**src/rtl/xlc_pkg.sv**
```systemverilog
package xlc_pkg;

  localparam int unsigned PHASE_W = 2;
  localparam int unsigned LAMP_W  = 2;

  typedef enum logic [PHASE_W-1:0] {
    PH_A_GO   = 2'b00,
    PH_A_WARN = 2'b01,
    PH_B_GO   = 2'b10,
    PH_B_WARN = 2'b11
  } phase_t;

  typedef enum logic [LAMP_W-1:0] {
    LAMP_GO   = 2'b00,
    LAMP_WARN = 2'b01,
    LAMP_STOP = 2'b10
  } lamp_t;

endpackage

```
**src/rtl/xlc_reset_sync.sv**
```systemverilog
module xlc_reset_sync #(
  parameter int unsigned STAGES = 2
) (
  input  logic clk,
  input  logic rst_n,
  output logic sync_rst_n
);

  logic [STAGES-1:0] chain_q;

  // Assert asynchronously, release after STAGES rising edges.
  always_ff @(posedge clk or negedge rst_n) begin
    if (!rst_n) begin
      chain_q <= '0;
    end else begin
      chain_q <= {chain_q[STAGES-2:0], 1'b1};
    end
  end

  assign sync_rst_n = chain_q[STAGES-1];

endmodule

```
**src/rtl/xlc_next_phase.sv**
```systemverilog
module xlc_next_phase
  import xlc_pkg::*;
(
  input  phase_t cur_phase,
  input  logic   a_sense,
  input  logic   b_sense,
  output phase_t nxt_phase
);

  logic hi_bit;
  logic lo_bit;
  logic nxt_hi;
  logic nxt_lo;

  always_comb begin
    hi_bit = cur_phase[1];
    lo_bit = cur_phase[0];
    // High bit advances through 00->01->10->11->00 pairs.
    nxt_hi = hi_bit ^ lo_bit;
    // Low bit set only when a green phase loses its traffic.
    nxt_lo = (~hi_bit & ~lo_bit & ~a_sense) |
             ( hi_bit & ~lo_bit & ~b_sense);
    nxt_phase = phase_t'({nxt_hi, nxt_lo});
  end

endmodule

```
**src/rtl/xlc_lamp_decode.sv**
```systemverilog
module xlc_lamp_decode
  import xlc_pkg::*;
#(
  parameter bit FOR_ROAD_B = 1'b0
) (
  input  phase_t             phase,
  output logic [LAMP_W-1:0]  lamp
);

  generate
    if (FOR_ROAD_B) begin : g_road_b
      // Red while A owns the crossing, yellow in B-warn.
      assign lamp = {~phase[1], phase[1] & phase[0]};
    end else begin : g_road_a
      // Red while B owns the crossing, yellow in A-warn.
      assign lamp = {phase[1], ~phase[1] & phase[0]};
    end
  endgenerate

endmodule

```
**src/rtl/crossing_light_ctrl.sv**
```systemverilog
module crossing_light_ctrl
  import xlc_pkg::*;
#(
  parameter int unsigned SYNC_STAGES = 2
) (
  input  logic              clk,
  input  logic              rst_n,
  input  logic              a_sense,
  input  logic              b_sense,
  output logic [LAMP_W-1:0] a_light,
  output logic [LAMP_W-1:0] b_light
);

  logic   sys_rst_n;
  phase_t phase_q;
  phase_t phase_d;

  xlc_reset_sync #(
    .STAGES(SYNC_STAGES)
  ) u_rst_sync (
    .clk        (clk),
    .rst_n      (rst_n),
    .sync_rst_n (sys_rst_n)
  );

  xlc_next_phase u_next (
    .cur_phase (phase_q),
    .a_sense   (a_sense),
    .b_sense   (b_sense),
    .nxt_phase (phase_d)
  );

  always_ff @(posedge clk or negedge sys_rst_n) begin
    if (!sys_rst_n) begin
      phase_q <= PH_A_GO;
    end else begin
      phase_q <= phase_d;
    end
  end

  xlc_lamp_decode #(
    .FOR_ROAD_B(1'b0)
  ) u_lamp_a (
    .phase (phase_q),
    .lamp  (a_light)
  );

  xlc_lamp_decode #(
    .FOR_ROAD_B(1'b1)
  ) u_lamp_b (
    .phase (phase_q),
    .lamp  (b_light)
  );

endmodule

```
**config.mk**
```make
export PLATFORM = sky130hd
export DESIGN_NAME = crossing_light_ctrl
export DESIGN_NICKNAME = d
export VERILOG_FILES = /design/src/rtl/xlc_pkg.sv /design/src/rtl/xlc_reset_sync.sv /design/src/rtl/xlc_next_phase.sv /design/src/rtl/xlc_lamp_decode.sv /design/src/rtl/crossing_light_ctrl.sv
export SDC_FILE = /design/constraint.sdc
export NUM_CORES = 1
export LEC_CHECK = 0
export ABC_CLOCK_PERIOD_IN_PS = 800
export CORE_AREA = 2 2 39 41
export DETAILED_ROUTE_END_ITERATION = 6
export DIE_AREA = 0 0 41 43
export DONT_BUFFER_PORTS = 1
export GPL_TIMING_DRIVEN = 1
export PLACE_DENSITY_LB_ADDON = 0.15
export SLEW_MARGIN = 10
export SYNTH_ARGS = -nofsm -noshare
export SYNTH_HDL_FRONTEND = slang
export SYNTH_HIERARCHICAL = 1
export SYNTH_SLANG_ARGS = --single-unit
```
**constraint.sdc**
```tcl
create_clock -name clk -period 0.8 [get_ports clk]
set_input_delay 0.08 -clock clk [delete_from_list [all_inputs] [get_ports clk]]
set_output_delay 0.08 -clock clk [all_outputs]
set_load 0.005 [all_outputs]
```
==> results.cfg <==
[detailed_routing]
first_iter_violations = 1
routedWlPerCell_um = 7.20
vias = 122
routed_via_density = 2.98
drc_errors = 0
firstDrtPassIters = 2
drt-total-wl_um = 295
drtAntennaViolNets = 0

[job]
cap_violations = 0

[logic_synthesis]
ys_seq_area_frac = 0.494
synth.avg_cell_area_um2 = 11.3
ys_types = 8
ys_warn_count = 6
synth_fp_nets = 24
syn-cell-area_um2 = 203
syn_inst = 18
synth-seq-cells = 4

[status]
status = complete, but fails checks
violations = setup timing

[die]
dieArea_um2 = 1760
rows = 14
dieWidth_um = 41
start_util = 0.146
core-area_um2 = 1380
die-height_um = 43
ios = 8

[clock_tree]
clock-root-buffer = clkbuf_4
cts_tree = built
clk_latency_ns = 0.24
cts_buffer_depth = 2
clkTransAtPathRegs_ns = 0.04
cts.sinks = 4
htreeDepth = 1
cts_made_buffers = 3

[placed_design]
post-place-ws_ns = -0.133
globalplace.congestion = 0.579
dp_hpwl_um = 240
port_buffers = 0

[timing]
setup_viol = 6
drv_slew = 0
finalHoldViolations = 0
rsz0062_at_grt = yes
fin_crit_sh = 1.23
setup_tns_ns = -0.733
fmax_mhz = 1020
skew_ns = 0.0110
period_minus_slack_ns = 0.985
fin_ws_ns = -0.185
hold-worst-slack_ns = 0.00713

[cells_and_area]
nets = 32
syn_to_final_growth_pct = 50.6
num_antenna_cells = 0
drive_above_1_share = 0.560
final_cell_mix = clkbuf_4 (3), dfrtp_1 (3), dlygate4sd3_1 (3)

[setup_path]
r2r-start = phase_q[1]
critPathCaptureType = output port
path_max_fanout = 4
critPathLaunchType = flip-flop
arrival_ns = 0.91
cp-startpoint = phase_q[1]
cp_data_required_time_ns = 0.72
critPathKind = flip-flop to output port

[pwr]
switching_share = 0.322
power_switching_mw = 0.351
powerDensity_nw_per_um2 = 3570
power_frac_seq = 0.279
clockPowerShare = 0.248
peakVddDrop_uv = 877
p_leak_nw = 0.142
internal-power_mw = 0.738
p_comb_frac = 0.473
p_total_mw = 1.09

[grt]
grt_max_degree = 5
grt-ovfl-total = 0
antenna_found_initial = 0
grt_pass1_vias = 132
gr-usage-all-layers = 0.0463
grt_pass1_wl_um = 476

[hold_path]
hp-class = flip-flop to asynchronous set/reset pin
==> registers in the layout (all words and copies together), names as in the netlist <==
name	count
phase_q	2
u_rst_sync/chain_q	2
==> kinds of logic (layout without fill, tap and decap cells) <==
| logic type | after synthesis | after routing | synth area share |
|---|---|---|---|
| AOI/OAI and AO/OA | 1 | 1 | 0.0617 |
| adders and majority gates | 2 | 2 | 0.123 |
| buffers and inverters | 8 | 15 | 0.204 |
| DFF | 4 | 4 | 0.494 |
| other | 1 | 1 | 0.0185 |
| and+or+nand+nor | 2 | 2 | 0.0988 |
==> path summary, 6_finish.rpt <==
kind | to | slack [ns] | depth (start not counted)
max | b_light[0] | -0.19 | 2
min | phase_q[0] | 0.007 | 0
max reg2reg | phase_q[0] | -0.16 | 5
min reg2reg | phase_q[0] | 0.007 | 0
max in group asynchronous | u_rst_sync/chain_q[1] | 0.59 | 1
min in group clk | u_rst_sync/chain_q[1] | 0.35 | 0
==> cells in the mapped netlist (all sizes together) <==
| cell type | count | area, um^2 |
|---|---|---|
| nor2b | 1 | 13.8 |
| ha | 2 | 25.0 |
| and2 | 1 | 6.26 |
| o22ai | 1 | 12.5 |
| dfrtp | 4 | 100 |
| buf | 3 | 22.5 |
| inv | 5 | 18.8 |
| conb | 1 | 3.75 |
==> critical path, stage by stage, from the launching register on <==
cell and delay (ns):
dfrtp_2 0.40, buf_6 0.13, and2_4 0.13
==> metrics by stage <==
stage / instances / util / instance area (um^2)
floorplan: 18 / - / 220
global placement: 33 / 0.165 / 229
detailed placement: 33 / 0.165 / 229
CTS: 41 / 0.219 / 303
global route: 41 / 0.221 / 305
finish: 41 / 0.221 / 305
==> power by group through the flow <==
| stage | sequential (mW) | clock (mW) | combinational, mW |
|---|---|---|---|
| final | 0.304 | 0.270 | 0.515 |
| after global routing | 0.311 | 0.306 | 0.587 |
| after CTS | 0.305 | 0.287 | 0.517 |
| after global placement | 0.309 | 0 | 0.407 |
| after floorplan | 0.328 | 0 | 0.437 |
| after detailed placement | 0.313 | 0 | 0.399 |
==> area by class of cell <==
class / count / area, um^2
fill: 155 / 1080
sequential: 4 / 101
multi-input combinational: 6 / 76.3
timing repair buffer: 6 / 60.1
clock buffer: 4 / 26.3
inverter: 5 / 21.3
tap: 16 / 20.0
==> metal layers <==
metal,track usage,vias to the layer above,wire length [um]
li1,-,62,-
met1,0.0422,55,122
met2,0.0656,5,147
met3,0.0628,0,24
met4,0,0,0
met5,0,-,0
==> timing repair <==
| action | 4_1_cts | 5_1_grt |
|---|---|---|
| endpoints found under the hold margin | 3 | 0 |
| setup buffers | 1 | 0 |
| hold buffers | 3 | 0 |
| resized for setup | 4 | 1 |
| endpoints found under the setup margin | 6 | 6 |
| pin swaps | 1 | 1 |
(Power assumes the default switching activity.)
